### config.mk
export PLATFORM = sky130hd
export DESIGN_NAME = adc_seq_fsm
export DESIGN_NICKNAME = d
export VERILOG_FILES = /design/src/rtl/adc_seq_pkg.sv /design/src/rtl/adc_seq_debounce.sv /design/src/rtl/adc_seq_chan_store.sv /design/src/rtl/adc_seq_fsm.sv
export SDC_FILE = /design/constraint.sdc
export NUM_CORES = 1
export LEC_CHECK = 0
export BUFFER_PORTS_ARGS = -buffer_cell sky130_fd_sc_hd__buf_2
export CORE_ASPECT_RATIO = 2
export CORE_UTILIZATION = 40
export DETAILED_ROUTE_END_ITERATION = 8
export SLEW_MARGIN = 20
export SYNTH_ARGS = -nofsm -noshare
export SYNTH_HDL_FRONTEND = slang
export SYNTH_SLANG_ARGS = --single-unit
### constraint.sdc
create_clock -name clk_i -period 5 [get_ports clk_i]
set_input_delay 1.25 -clock clk_i [delete_from_list [all_inputs] [get_ports clk_i]]
set_output_delay 1.25 -clock clk_i [all_outputs]
set_load 0.1 [all_outputs]
### src/rtl/adc_seq_pkg.sv
package adc_seq_pkg;

    typedef enum logic [2:0] {
        ST_IDLE  = 3'd0,
        ST_PWRUP = 3'd1,
        ST_CONV  = 3'd2,
        ST_EVAL  = 3'd3,
        ST_SLEEP = 3'd4,
        ST_DONE  = 3'd5
    } seq_state_e;

endpackage

### src/rtl/adc_seq_debounce.sv
module adc_seq_debounce #(
    parameter int NUM_FILT = 8,
    parameter int CNT_W    = 16
) (
    input  logic [NUM_FILT-1:0] match_i,
    input  logic [NUM_FILT-1:0] prev_i,
    input  logic [CNT_W-1:0]    cnt_i,
    input  logic [CNT_W-1:0]    target_i,
    output logic [CNT_W-1:0]    cnt_o,
    output logic                hit_o
);
    logic [CNT_W-1:0] tgt_eff;

    always_comb begin
        if (match_i == '0) begin
            cnt_o = '0;
        end else if (match_i == prev_i) begin
            cnt_o = (&cnt_i) ? cnt_i : cnt_i + 1'b1;
        end else begin
            cnt_o = CNT_W'(1);
        end
        tgt_eff = (target_i == '0) ? CNT_W'(1) : target_i;
        hit_o   = (match_i != '0) && (cnt_o >= tgt_eff);
    end
endmodule

### src/rtl/adc_seq_chan_store.sv
module adc_seq_chan_store #(
    parameter int DATA_W = 10
) (
    input  logic              clk_i,
    input  logic              rst_ni,
    input  logic              load_last_i,
    input  logic              load_hold_i,
    input  logic [DATA_W-1:0] data_i,
    output logic [DATA_W-1:0] last_o,
    output logic [DATA_W-1:0] hold_o
);
    logic [DATA_W-1:0] last_d, last_q, hold_d, hold_q;

    always_comb begin
        last_d = load_last_i ? data_i : last_q;
        hold_d = load_hold_i ? last_q : hold_q;
    end

    always_ff @(posedge clk_i or negedge rst_ni) begin
        if (!rst_ni) begin
            last_q <= '0;
            hold_q <= '0;
        end else begin
            last_q <= last_d;
            hold_q <= hold_d;
        end
    end

    assign last_o = last_q;
    assign hold_o = hold_q;
endmodule

### src/rtl/adc_seq_fsm.sv
module adc_seq_fsm
    import adc_seq_pkg::*;
#(
    parameter int NUM_CH   = 2,
    parameter int DATA_W   = 10,
    parameter int NUM_FILT = 8,
    parameter int PWRUP_W  = 4,
    parameter int WAKE_W   = 24,
    parameter int LP_W     = 8,
    parameter int NP_W     = 16
) (
    input  logic                     clk_i,
    input  logic                     rst_ni,
    input  logic                     cfg_enable_i,
    input  logic                     cfg_oneshot_i,
    input  logic                     cfg_lp_mode_i,
    input  logic [PWRUP_W-1:0]       cfg_pwrup_time_i,
    input  logic [WAKE_W-1:0]        cfg_wakeup_time_i,
    input  logic [LP_W-1:0]          cfg_lp_count_i,
    input  logic [NP_W-1:0]          cfg_np_count_i,
    input  logic                     cfg_soft_rst_i,
    output logic                     adc_pd_o,
    output logic [NUM_CH-1:0]        adc_chsel_o,
    input  logic [DATA_W-1:0]        adc_data_i,
    input  logic                     adc_valid_i,
    input  logic [NUM_FILT-1:0]      match_vec_i,
    output logic                     match_pulse_o,
    output logic [NUM_FILT-1:0]      match_val_o,
    output logic                     oneshot_done_o,
    output logic [NUM_CH*DATA_W-1:0] ch_last_o,
    output logic [NUM_CH*DATA_W-1:0] ch_hold_o
);
    localparam int TMR_W    = (WAKE_W > PWRUP_W) ? WAKE_W : PWRUP_W;
    localparam int CNT_W    = (NP_W > LP_W) ? NP_W : LP_W;
    localparam int CH_IDX_W = (NUM_CH > 2) ? $clog2(NUM_CH) : 1;

    typedef struct packed {
        seq_state_e            state;
        logic [TMR_W-1:0]      timer;
        logic [CNT_W-1:0]      cnt;
        logic [NUM_FILT-1:0]   prev;
        logic                  lp_phase;
        logic [CH_IDX_W-1:0]   ch_idx;
        logic                  match_pulse;
        logic [NUM_FILT-1:0]   match_val;
        logic                  oneshot_done;
    } seq_regs_t;

    seq_regs_t          r_d, r_q;
    logic               go;
    logic [NUM_CH-1:0]  ld_last;
    logic               ld_hold;
    logic [CNT_W-1:0]   db_target, db_cnt;
    logic               db_hit;
    logic [TMR_W:0]     tmr_inc;

    assign go        = cfg_enable_i && !cfg_soft_rst_i;
    assign db_target = r_q.lp_phase ? CNT_W'(cfg_lp_count_i) : CNT_W'(cfg_np_count_i);
    assign tmr_inc   = {1'b0, r_q.timer} + 1'b1;

    adc_seq_debounce #(
        .NUM_FILT (NUM_FILT),
        .CNT_W    (CNT_W)
    ) u_debounce (
        .match_i  (match_vec_i),
        .prev_i   (r_q.prev),
        .cnt_i    (r_q.cnt),
        .target_i (db_target),
        .cnt_o    (db_cnt),
        .hit_o    (db_hit)
    );

    always_comb begin
        r_d              = r_q;
        r_d.match_pulse  = 1'b0;
        r_d.oneshot_done = 1'b0;
        ld_last          = '0;
        ld_hold          = 1'b0;
        if (!go) begin
            r_d.state    = ST_IDLE;
            r_d.timer    = '0;
            r_d.cnt      = '0;
            r_d.prev     = '0;
            r_d.lp_phase = 1'b0;
            r_d.ch_idx   = '0;
        end else begin
            unique case (r_q.state)
                ST_IDLE: begin
                    r_d.state    = ST_PWRUP;
                    r_d.timer    = '0;
                    r_d.lp_phase = cfg_lp_mode_i;
                end
                ST_PWRUP: begin
                    if (r_q.timer == TMR_W'(cfg_pwrup_time_i)) begin
                        r_d.state  = ST_CONV;
                        r_d.timer  = '0;
                        r_d.ch_idx = '0;
                    end else begin
                        r_d.timer = r_q.timer + 1'b1;
                    end
                end
                ST_CONV: begin
                    if (adc_valid_i) begin
                        ld_last[r_q.ch_idx] = 1'b1;
                        if (r_q.ch_idx == CH_IDX_W'(NUM_CH - 1)) begin
                            r_d.state  = ST_EVAL;
                            r_d.ch_idx = '0;
                        end else begin
                            r_d.ch_idx = r_q.ch_idx + 1'b1;
                        end
                    end
                end
                ST_EVAL: begin
                    r_d.prev = match_vec_i;
                    if (cfg_oneshot_i) begin
                        r_d.oneshot_done = 1'b1;
                        r_d.state        = ST_DONE;
                    end else if (r_q.lp_phase) begin
                        if (db_hit) begin
                            r_d.lp_phase = 1'b0;
                            r_d.cnt      = '0;
                            r_d.state    = ST_CONV;
                        end else begin
                            r_d.cnt   = db_cnt;
                            r_d.timer = '0;
                            r_d.state = ST_SLEEP;
                        end
                    end else begin
                        r_d.state = ST_CONV;
                        if (db_hit) begin
                            r_d.match_pulse = 1'b1;
                            r_d.match_val   = match_vec_i;
                            r_d.cnt         = '0;
                            ld_hold         = 1'b1;
                        end else begin
                            r_d.cnt = db_cnt;
                        end
                    end
                end
                ST_SLEEP: begin
                    if (tmr_inc >= (TMR_W + 1)'(cfg_wakeup_time_i)) begin
                        r_d.state = ST_PWRUP;
                        r_d.timer = '0;
                    end else begin
                        r_d.timer = tmr_inc[TMR_W-1:0];
                    end
                end
                ST_DONE: r_d.state = ST_DONE;
                default: r_d.state = ST_IDLE;
            endcase
        end
    end

    always_ff @(posedge clk_i or negedge rst_ni) begin
        if (!rst_ni) begin
            r_q <= '0;
        end else begin
            r_q <= r_d;
        end
    end

    for (genvar g = 0; g < NUM_CH; g++) begin : g_chan
        adc_seq_chan_store #(
            .DATA_W (DATA_W)
        ) u_store (
            .clk_i       (clk_i),
            .rst_ni      (rst_ni),
            .load_last_i (ld_last[g]),
            .load_hold_i (ld_hold),
            .data_i      (adc_data_i),
            .last_o      (ch_last_o[g*DATA_W +: DATA_W]),
            .hold_o      (ch_hold_o[g*DATA_W +: DATA_W])
        );
    end

    assign adc_pd_o = !(go && (r_q.state == ST_PWRUP || r_q.state == ST_CONV ||
                               r_q.state == ST_EVAL));
    assign adc_chsel_o    = (go && r_q.state == ST_CONV) ? (NUM_CH'(1) << r_q.ch_idx) : '0;
    assign match_pulse_o  = r_q.match_pulse;
    assign match_val_o    = r_q.match_val;
    assign oneshot_done_o = r_q.oneshot_done;
endmodule

==> results by group, run 1 <==
Timing
  – Setup violations, final: 0
  – Min cycle time layout: 4420 ps
  – Rel. slew slack: 50.5%
  – Slew @ Worst Pin: 742 ps
  – Final Slew Violations: 0
  – Clock Skew: 8.71 ps
  – Final hold viol count: 0
  – Final worst slack: 578 ps
  – Final setup TNS: 0 ps
  – RSZ-0062 raised after global routing: no
  – Hold_ws: 502 ps
  – Highest Clock Rate: 226 MHz
  – Final Cycle Share: 88.4%

Synth
  – Mapped Cells: 652
  – Syn Area/Cell: 10.0 um^2
  – Sequential element share of the synthesized area: 39.5%
  – Largest area contributor in the netlist: dfrtp_1
  – Async S/R FF share, synth: 100%
  – Synth Flop Type: dfrtp_1
  – Top cell type's share of synthesized area: 39.5%
  – Yosys warns: 0
  – Post-synth EDFFs: 0
  – Largest cells by area after synthesis: dfrtp_1 (40%), mux2_2 (8.3%), ha_1 (8.1%), mux2i_1 (3.5%), xor2_1 (3.0%)
  – Synth Register Bits: 103
  – Post-synthesis cell area: 0.00652 mm^2
  – Yosys cell types: 64
  – Syn Nets: 771

Floorplanning
  – IO Count: 130
  – Core footprint: 0.0159 mm^2
  – Initial core utilization: 41.1%
  – Die Height: 183 um
  – Chip width: 92.3 um
  – Die area: 0.0168 mm^2
  – Floorplan row count: 65

Final layout
  – Area of the multi-input gates: 0.00361 mm^2
  – Final #Nets: 880
  – Area grow syn2layout: 16.4%
  – Final Util: 47.9%
  – Commonest non-fill, non-tap cells in the layout: buf_2 (128), dfrtp_1 (103), mux2_2 (48)
  – FF+latch area: 0.00258 mm^2
  – Share of cells above drive strength 1: 29.0%
  – Fill cell count: 1527
  – Commonest non-fill, non-tap cell in the layout: buf_2

Critical path
  – Critical-path cell list: ha_1, nand3_1, nor4_2, nand3_2, nand2b_1, nor2_1, xnor2_1, nor2_1, ha_1, nand4_1, nor4_2, a31oi_1, a21boi_2, nor4b_4, buf_12, mux2_2
  – Critical Path Sink Type: flop
  – R2r setup slk: 580 ps
  – CP Data Arrival Time: 4660 ps
  – CP max stage cell: dfrtp_1
  – Startpoint types: flop
  – Crit-path max FO: 29
  – Setup CP Type: flop to flop
  – FF-to-FF Start: r_q[20]
  – Cell count of the worst reg-to-reg path: 16
  – Crit. Startpoint: r_q[20]
  – WP data required: 5240 ps
  – Max incr delay on CP: 460 ps
  – R2r endpoint: g_chan[0].u_store.hold_o[4]

Clocking
  – Clk Latency, worst-skew pair: 360 ps
  – Clk slew on worst S/H paths: 70 ps
  – Postcts setup bufs: 0
  – CTS max path bufs: 2
  – Root buffer selected by CTS: clkbuf_16
  – CTS tree: yes
  – CTS H-tree depth: 3
  – Post-cts sizing count: 0
  – Hold-fix buffers, CTS: 0
  – TritonCTS Buffers: 9
  – Clock Sinks: 103

Power and ir drop
  – Internal power: 1.27 mW
  – PwrDens: 240 mW/mm^2
  – Gate power share: 14.6%
  – Sw Ratio: 30.5%
  – Sequential share of power: 47.4%
  – Clock power share: 38.0%
  – Pleak: 3.89 nW
  – P_sw: 0.555 mW
  – VDD IR-drop max: 0.152 mV
  – Total power: 1.82 mW

Min path
  – WHS Endpoint: match_val_o[7]
  – Hold path cells: 1
  – HP Class: flop to flop
  – Hold path startpoint: match_val_o[7]

Flow run
  – Number of max-cap violations: 0

Global route
  – Gr ovfl total: 0
  – Initial antenna violation count: 2
  – Vias in the first global route: 5668
  – First-pass GRT wire length: 27500 um
  – Largest net degree at the start of global routing: 77
  – Gr usage total: 20.9%

Route
  – Routed Antenna Nets: 0
  – Vias per Instance: 5.60
  – Detailed Routing Iterations Pass 1: 5
  – Vias: 5424
  – WL final: 17200 um
  – # DRC: 0
  – Wire length per cell: 17.8 um
  – Starting DRC count in detailed routing: 205

Run status
  – Outcome: finished, final reports clean

Placed design
  – Port Buffers: 129
  – Pre-CTS setup slack: 251 ps
  – Gpl congestion: 0.853
  – Post-DP HPWL: 13200 um
-- power groups by stage --
stage          registers, mW  clock network, mW  logic (mW)
3_3_place_gp           0.878                  0       0.261
3_5_place_dp           0.880                  0       0.268
6_report               0.863              0.692       0.266
5_1_grt                0.865              0.744       0.286
2_1_floorplan          0.965                  0      0.0841
4_1_cts                0.863              0.716       0.269
-- logic make-up after synthesis --
| logic type | share of synthesized area [%] |
|---|---|
| AOI/OAI and AO/OA | 12.0 |
| xor gates and xnor gates | 5.64 |
| adders and majority gates | 8.06 |
| buffers and inverters | 5.28 |
| DFF | 39.5 |
| muxes | 11.8 |
| and+or+nand+nor | 17.6 |
-- cell usage after synthesis, drive strengths merged (2+ instances only) --
cell type and count:
nor2b 3, nand2 47, and2 3, a22o 13, mux2 48, clkbuf 17
and3 8, xnor2 20, o31ai 2, xor2 22, o21a 2, or4 3
nor4b 2, a22oi 2, dfrtp 103, nor3 7, inv 35, ha 42
buf 23, o211ai 2, a32o 12, nand4 20, o21ai 25, nand3b 4
nand2b 8, or3 3, a21oi 25, o41ai 3, a211oi 3, and4 6
or2 4, mux2i 23, a311oi 2, nor4 14, a31oi 13, nand3 31
nor2 39
-- area by class of cell --
type,count,area share [%]
antenna,2,0.0660
clock buffer,9,2.97
clock inverter,7,0.775
inverter,35,1.73
multi-input combinational,474,47.5
sequential,103,34.0
tap,201,3.31
timing repair buffer,138,9.65
-- how the worst max path moves through the flow --
| stage | endpoint | slack (ps) | depth (start not counted) |
|---|---|---|---|
| after global routing | match_val_o[3] | 220 | 15 |
| after global placement | g_chan[0].u_store.hold_o[9] | 320 | 14 |
| after detailed placement | g_chan[0].u_store.hold_o[5] | 250 | 14 |
| after CTS | match_val_o[0] | 570 | 14 |
| after floorplan | adc_chsel_o[0] | 430 | 3 |
| final | g_chan[0].u_store.hold_o[4] | 580 | 16 |
-- per-layer routing --
layer	share of wire (%)	track usage (%)	routed length [um]
met1	36	20.2	6170
met5	0	0	0
met4	4.1	11.4	707
met3	3.0	3.04	515
met2	57	41.2	9840
-- stage by stage --
step / cell area [um^2] / cells
final: 7590 / 969
after global routing: 7590 / 969
after CTS: 7580 / 967
after detailed placement: 7300 / 951
after global placement: 7300 / 951
after floorplan: 6530 / 652
-- worst max-delay path: cells and delay by family, from the launching register on --
family                     cells  cell delay (ps)
buffers and inverters          1              230
xor gates and xnor gates       1              180
and+or+nand+nor                9             2130
AOI/OAI and AO/OA              2              390
muxes                          1              360
adders and majority gates      2              540
DFF                            1              460
-- state kept, by name, summed over array words and instances, names as in the netlist --
signal,flops
r_q,53
g_chan.u_store.hold_o,20
g_chan.u_store.last_o,20
match_val_o,8
match_pulse_o,1
oneshot_done_o,1
No activity file was read; power rests on OpenSTA's default activity.
==> run 2, diff against run 1 <==
--- a/config.mk
+++ b/config.mk
@@ -7,7 +7,7 @@
 export LEC_CHECK = 0
 export BUFFER_PORTS_ARGS = -buffer_cell sky130_fd_sc_hd__buf_2
 export CORE_ASPECT_RATIO = 2
-export CORE_UTILIZATION = 40
+export CORE_UTILIZATION = 39
 export DETAILED_ROUTE_END_ITERATION = 8
 export SLEW_MARGIN = 20
 export SYNTH_ARGS = -nofsm -noshare
==> constraint.sdc (replaced) <==
create_clock -name clk_i -period 5.2 [get_ports clk_i]
set_input_delay 1.3 -clock clk_i [delete_from_list [all_inputs] [get_ports clk_i]]
set_output_delay 1.3 -clock clk_i [all_outputs]
set_load 0.1 [all_outputs]
==> results by group, run 2 (synthesized netlist as in run 1, its figures left out) <==
Run status
  – Outcome: finished, final reports clean

Timing
  – Final worst slack: 471 ps (-107 ps)
  – Highest Clock Rate: 211 MHz
  – Final hold viol count: 0 (unchanged)
  – Final Slew Violations: 0 (unchanged)
  – Clock Skew: 8.30 ps (-0.412 ps)
  – RSZ-0062 raised after global routing: no
  – Min cycle time layout: 4730 ps
  – Slew @ Worst Pin: 1060 ps (+320 ps)
  – Rel. slew slack: 28.9% (-22 points)
  – Setup violations, final: 0 (unchanged)
  – Final Cycle Share: 90.9%
  – Final setup TNS: 0 ps (unchanged)

Critical path
  – CP max stage cell: o31a_1
  – Worst setup path end: r_q[48]
  – R2r setup slk: 480 ps (-100 ps)
  – R2r endpoint: r_q[48]
  – CP Data Arrival Time: 4990 ps (+330 ps)
  – Most frequent CP cell: a31oi_1
  – Critical Path Sink Type: flop
  – Crit-path max FO: 24 (-17%)
  – Startpoint types: input port
  – Critical-path cell list: buf_2, xor2_1, nor4_1, nand3_1, buf_4, a211oi_1, ha_1, nand4_2, nor4_2, a31oi_1, a21boi_2, o31a_1, a31oi_1, o21ai_0
  – Cell count of the worst reg-to-reg path: 15 (-1)
  – FF-to-FF Start: r_q[20]
  – WP data required: 5460 ps (+220 ps)
  – Crit. Startpoint: match_vec_i[4]
  – Setup CP Type: input port to flop
  – Max incr delay on CP: 860 ps (+400 ps)

Final layout
  – Fin cells: 967 (-0.21%)
  – Area of the multi-input gates: 0.00361 mm^2 (unchanged)
  – Fill cell count: 1564 (+2.4%)
  – Share of cells above drive strength 1: 28.7% (-0.28 points)
  – Largest reg by FF count: r_q
  – Antenna diodes: 0 (-2)
  – Final #Nets: 877 (-0.34%)
  – Max reg flops: 53 (unchanged)
  – Final Util: 46.5% (-1.3 points)
  – FF+latch area: 0.00258 mm^2 (unchanged)
  – Commonest non-fill, non-tap cell in the layout: buf_2
  – Area grow syn2layout: 16.1%
  – Commonest non-fill, non-tap cells in the layout: buf_2 (128), dfrtp_1 (103), mux2_2 (48)

Route
  – Vias per Instance: 5.58 (-0.24%)
  – WL final: 17100 um (-0.78%)
  – Vias: 5400 (-0.44%)
  – Wire length per cell: 17.7 um (-0.58%)
  – Routed Antenna Nets: 0 (unchanged)
  – Detailed Routing Iterations Pass 1: 4 (-1)
  – Starting DRC count in detailed routing: 360 (+76%)
  – # DRC: 0 (unchanged)
  – Met2 wire length: 9890 um (+0.49%)
  – Metal1 wirelength: 6140 um (-0.42%)
  – Metal3 WL: 550 um (+6.8%)
  – Top routing layer in use: met4

Global route
  – Initial antenna violation count: 0 (-2)
  – Gr usage total: 20.7% (-0.22 points)
  – Vias in the first global route: 5575 (-1.6%)
  – Gr ovfl total: 0 (unchanged)
  – First-pass GRT wire length: 27800 um (+0.78%)
  – Largest net degree at the start of global routing: 63 (-18%)

Clocking
  – CTS max path bufs: 2 (unchanged)
  – Clk slew on worst S/H paths: 70 ps (about the same)
  – Clock Sinks: 103 (unchanged)
  – Post-cts sizing count: 0 (unchanged)
  – Postcts setup bufs: 0 (unchanged)
  – TritonCTS Buffers: 9 (unchanged)
  – CTS tree: yes
  – CTS H-tree depth: 3 (unchanged)
  – Root buffer selected by CTS: clkbuf_16
  – Clk Latency, worst-skew pair: 350 ps (about the same)
  – Hold-fix buffers, CTS: 0 (unchanged)

Floorplanning
  – Core footprint: 0.0163 mm^2 (+2.6%)
  – Die Height: 185 um (+1.3%)
  – Die area: 0.0173 mm^2 (+2.5%)
  – Initial core utilization: 40.1% (-1.0 points)
  – IO Count: 130 (unchanged)
  – Chip width: 93.4 um (+1.2%)
  – Floorplan row count: 66 (+1.5%)

Placed design
  – Port Buffers: 129 (unchanged)
  – Cell total after placement: 951 (unchanged)
  – Gpl congestion: 0.881 (+3.3%)
  – Pre-CTS setup slack: 180 ps (-71.7 ps)
  – Post-DP HPWL: 13000 um (-1.5%)

Power and ir drop
  – PwrDens: 232 mW/mm^2 (-3.5%)
  – Pleak: 3.88 nW (-0.37%)
  – VDD IR-drop max: 0.162 mV (+6.6%)
  – Total power: 1.75 mW (-3.7%)

Flow run
  – Number of max-cap violations: 0 (unchanged)

Min path
  – HP Class: flop to flop
## run 2: cell types whose count changed in the layout (fill, tap and decap cells not counted)
cell,before,now
buf_6,1,0
buf_4,8,6
clkinv_8,0,1
inv_6,4,2
diode_2,2,0
clkinv_4,0,1
## run 2: through the flow
stage	hold WS [ps]	area (um^2)
CTS	509	7570
global placement	486	7280
floorplan	482	6530
finish	505	7570
global route	521	7570
detailed placement	491	7280
## run 2: worst min path at each step
stage / from / endpoint / slack, ps / cells after the start
3_5_place_dp: g_chan[0].u_store.hold_o[6] / g_chan[0].u_store.hold_o[6] / 490 / 1
5_1_grt: g_chan[1].u_store.hold_o[8] / g_chan[1].u_store.hold_o[8] / 520 / 1
6_report: g_chan[1].u_store.hold_o[8] / g_chan[1].u_store.hold_o[8] / 500 / 1
3_3_place_gp: g_chan[0].u_store.hold_o[2] / g_chan[0].u_store.hold_o[2] / 490 / 1
2_1_floorplan: match_val_o[1] / match_val_o[1] / 480 / 1
4_1_cts: g_chan[1].u_store.hold_o[8] / g_chan[1].u_store.hold_o[8] / 510 / 1
## run 2: layer usage
layer | GRT usage [%] | vias up
met1 | 21.9 | 2689
met3 | 2.18 | 29
met4 | 8.62 | 0
met2 | 40.4 | 111
li1 | - | 2571
met5 | 0 | -
## run 2: report_power, final
group | internal (mW) | total [mW] | switching, mW
sequential | 0.814 | 0.828 | 0.0142
combinational | 0.0670 | 0.253 | 0.186
clock | 0.336 | 0.672 | 0.336
## run 2: layout make-up
| cell class | count | share of cell area (%) |
|---|---|---|
| well taps | 204 | 3.37 |
| clock inverters | 7 | 0.876 |
| flip-flops and latches | 103 | 34.1 |
| inverters | 35 | 1.74 |
| multi-input cells | 474 | 47.7 |
| clock buffers | 9 | 2.98 |
| repair buffers | 135 | 9.32 |
## run 2: critical path: cells and delay by family
family / cells / cell delay, ps
AOI/OAI and AO/OA: 6 / 1820
and+or+nand+nor: 4 / 1130
buffers and inverters: 2 / 360
adders and majority gates: 1 / 220
xor gates and xnor gates: 1 / 160
==> run 3, diff against run 2 <==
--- a/config.mk
+++ b/config.mk
@@ -9,6 +9,7 @@
 export CORE_ASPECT_RATIO = 2
 export CORE_UTILIZATION = 39
 export DETAILED_ROUTE_END_ITERATION = 8
+export PLACE_DENSITY = 0.61
 export SLEW_MARGIN = 20
 export SYNTH_ARGS = -nofsm -noshare
 export SYNTH_HDL_FRONTEND = slang
==> results by group, run 3 (synthesized netlist as in run 1, its figures left out) <==
Run status
  – Outcome: finished, final reports clean

Final layout
  – Fill cell count: 1518 (-2.9%)
  – Antenna diodes: 0 (unchanged)
  – Share of cells above drive strength 1: 28.9% (+0.19 points)
  – Final Util: 46.7% (+0.15 points)
  – Max reg flops: 53 (unchanged)
  – Largest reg by FF count: r_q
  – Design Area, Final: 0.00759 mm^2 (+0.33%)
  – Final #Nets: 879 (+0.23%)
  – Area grow syn2layout: 16.5%
  – Area of the multi-input gates: 0.00361 mm^2 (unchanged)
  – Commonest non-fill, non-tap cells in the layout: buf_2 (128), dfrtp_1 (103), mux2_2 (48)
  – Commonest non-fill, non-tap cell in the layout: buf_2
  – FF+latch area: 0.00258 mm^2 (unchanged)

Floorplanning
  – Chip width: 93.4 um (unchanged)
  – Floorplan row count: 66 (unchanged)
  – Die Height: 185 um (unchanged)
  – Initial core utilization: 40.1% (unchanged)
  – Die area: 0.0173 mm^2 (unchanged)
  – IO Count: 130 (unchanged)
  – Core footprint: 0.0163 mm^2 (unchanged)

Route
  – Routed Antenna Nets: 0 (unchanged)
  – Vias per Instance: 5.62 (+0.70%)
  – WL final: 17100 um (+0.29%)
  – Starting DRC count in detailed routing: 283 (-21%)
  – Detailed Routing Iterations Pass 1: 4 (unchanged)
  – Vias: 5449 (+0.91%)
  – Wire length per cell: 17.7 um (about the same)
  – # DRC: 0 (unchanged)

Placed design
  – DP Area: 0.00729 mm^2 (+0.21%)
  – Post-DP HPWL: 13100 um (+0.57%)
  – Port Buffers: 129 (unchanged)
  – Gpl congestion: 0.901 (+2.2%)

Critical path
  – CP max stage cell: o31a_1
  – Setup CP Type: flop to flop
  – Max incr delay on CP: 860 ps (about the same)
  – CP Data Arrival Time: 4970 ps (-20 ps)
  – Critical-path cell list: ha_1, nand3_1, nor4_2, a31oi_1, or3b_2, xor2_1, nor2_1, ha_1, nand4_1, nor4_2, a31oi_1, a21boi_2, o31a_1, a31oi_1, o21ai_0
  – Critical Path Sink Type: flop
  – Startpoint types: flop
  – WP data required: 5460 ps (about the same)
  – Crit-path max FO: 24 (unchanged)
  – Most frequent CP cell: a31oi_1

Clocking
  – Post-cts sizing count: 0 (unchanged)
  – TritonCTS Buffers: 9 (unchanged)
  – Postcts setup bufs: 0 (unchanged)
  – Hold-fix buffers, CTS: 0 (unchanged)
  – Root buffer selected by CTS: clkbuf_16
  – Clock Sinks: 103 (unchanged)
  – CTS H-tree depth: 3 (unchanged)
  – Clk Latency, worst-skew pair: 350 ps (about the same)
  – CTS max path bufs: 2 (unchanged)
  – CTS tree: yes
  – Clk slew on worst S/H paths: 70 ps (about the same)

Timing
  – Clock Skew: 12.0 ps (+3.71 ps)
  – Slew @ Worst Pin: 1040 ps (-24.1 ps)
  – Setup violations, final: 0 (unchanged)
  – Final Cycle Share: 90.5% (-0.48 points)
  – Final setup TNS: 0 ps (unchanged)
  – Final Slew Violations: 0 (unchanged)
  – RSZ-0062 raised after global routing: no
  – Min cycle time layout: 4700 ps (-25.2 ps)
  – Highest Clock Rate: 213 MHz (+0.54%)
  – Final hold viol count: 0 (unchanged)
  – Rel. slew slack: 30.7% (+1.9 points)

Global route
  – Vias in the first global route: 5415 (-2.9%)
  – Gr usage total: 20.3% (-0.43 points)
  – Gr ovfl total: 0 (unchanged)
  – Largest net degree at the start of global routing: 74 (+17%)
  – Initial antenna violation count: 0 (unchanged)
  – First-pass GRT wire length: 26900 um (-3.3%)

Min path
  – HP Class: flop to flop

Power and ir drop
  – VDD IR-drop max: 0.176 mV (+8.2%)
  – PwrDens: 233 mW/mm^2 (+0.55%)
  – Pleak: 3.90 nW (+0.47%)

Flow run
  – Number of max-cap violations: 0 (unchanged)
run 3: final timing paths:
path	slack, ps	end	cells after the start	startpoint
min	500	match_val_o[7]	1	match_val_o[7]
max	500	r_q[48]	15	r_q[20]
max in group asynchronous	3120	r_q[37]	2	rst_ni
max reg2reg	500	r_q[48]	15	r_q[20]
min in group asynchronous	1080	r_q[25]	1	rst_ni
min reg2reg	500	match_val_o[7]	1	match_val_o[7]
run 3: final cells by class:
type | instances | area share (%)
Clock inverter | 6 | 0.824
Timing Repair Buffer | 137 | 9.49
Tap cell | 204 | 3.36
Clock buffer | 10 | 3.15
Inverter | 35 | 1.73
Multi-Input combinational cell | 474 | 47.5
Sequential cell | 103 | 33.9
run 3: critical path, delay by kind of cell, from the launching register on:
kind	cells	cell delay [ps]
xor gates and xnor gates	1	150
adders and majority gates	2	560
DFF	1	450
and+or+nand+nor	6	1470
AOI/OAI and AO/OA	6	1980
run 3: routing by layer:
| metal | up-vias | track usage, % | share of wire [%] | wire length, um |
|---|---|---|---|---|
| li1 | 2592 | - | - | - |
| met1 | 2663 | 20.7 | 36 | 6180 |
| met2 | 150 | 38.9 | 56 | 9680 |
| met3 | 44 | 2.22 | 3.4 | 591 |
| met4 | 0 | 11.5 | 4.0 | 691 |
| met5 | - | 0 | 0 | 0 |
run 3: per-stage QoR:
step,setup WS (ps),cells,hold WS (ps),power [mW]
6_report,496,969,505,1.77
5_1_grt,122,969,523,1.84
4_1_cts,508,969,511,1.80
3_5_place_dp,120,953,494,1.10
3_3_place_gp,286,953,485,1.10
2_1_floorplan,530,652,482,1.01
run 3: power breakdown:
part / internal (mW) / leakage, nW / switching, mW
Clock: 0.352 / 0.149 / 0.333
Combinational: 0.0680 / 2.32 / 0.188
Sequential: 0.814 / 1.43 / 0.0145
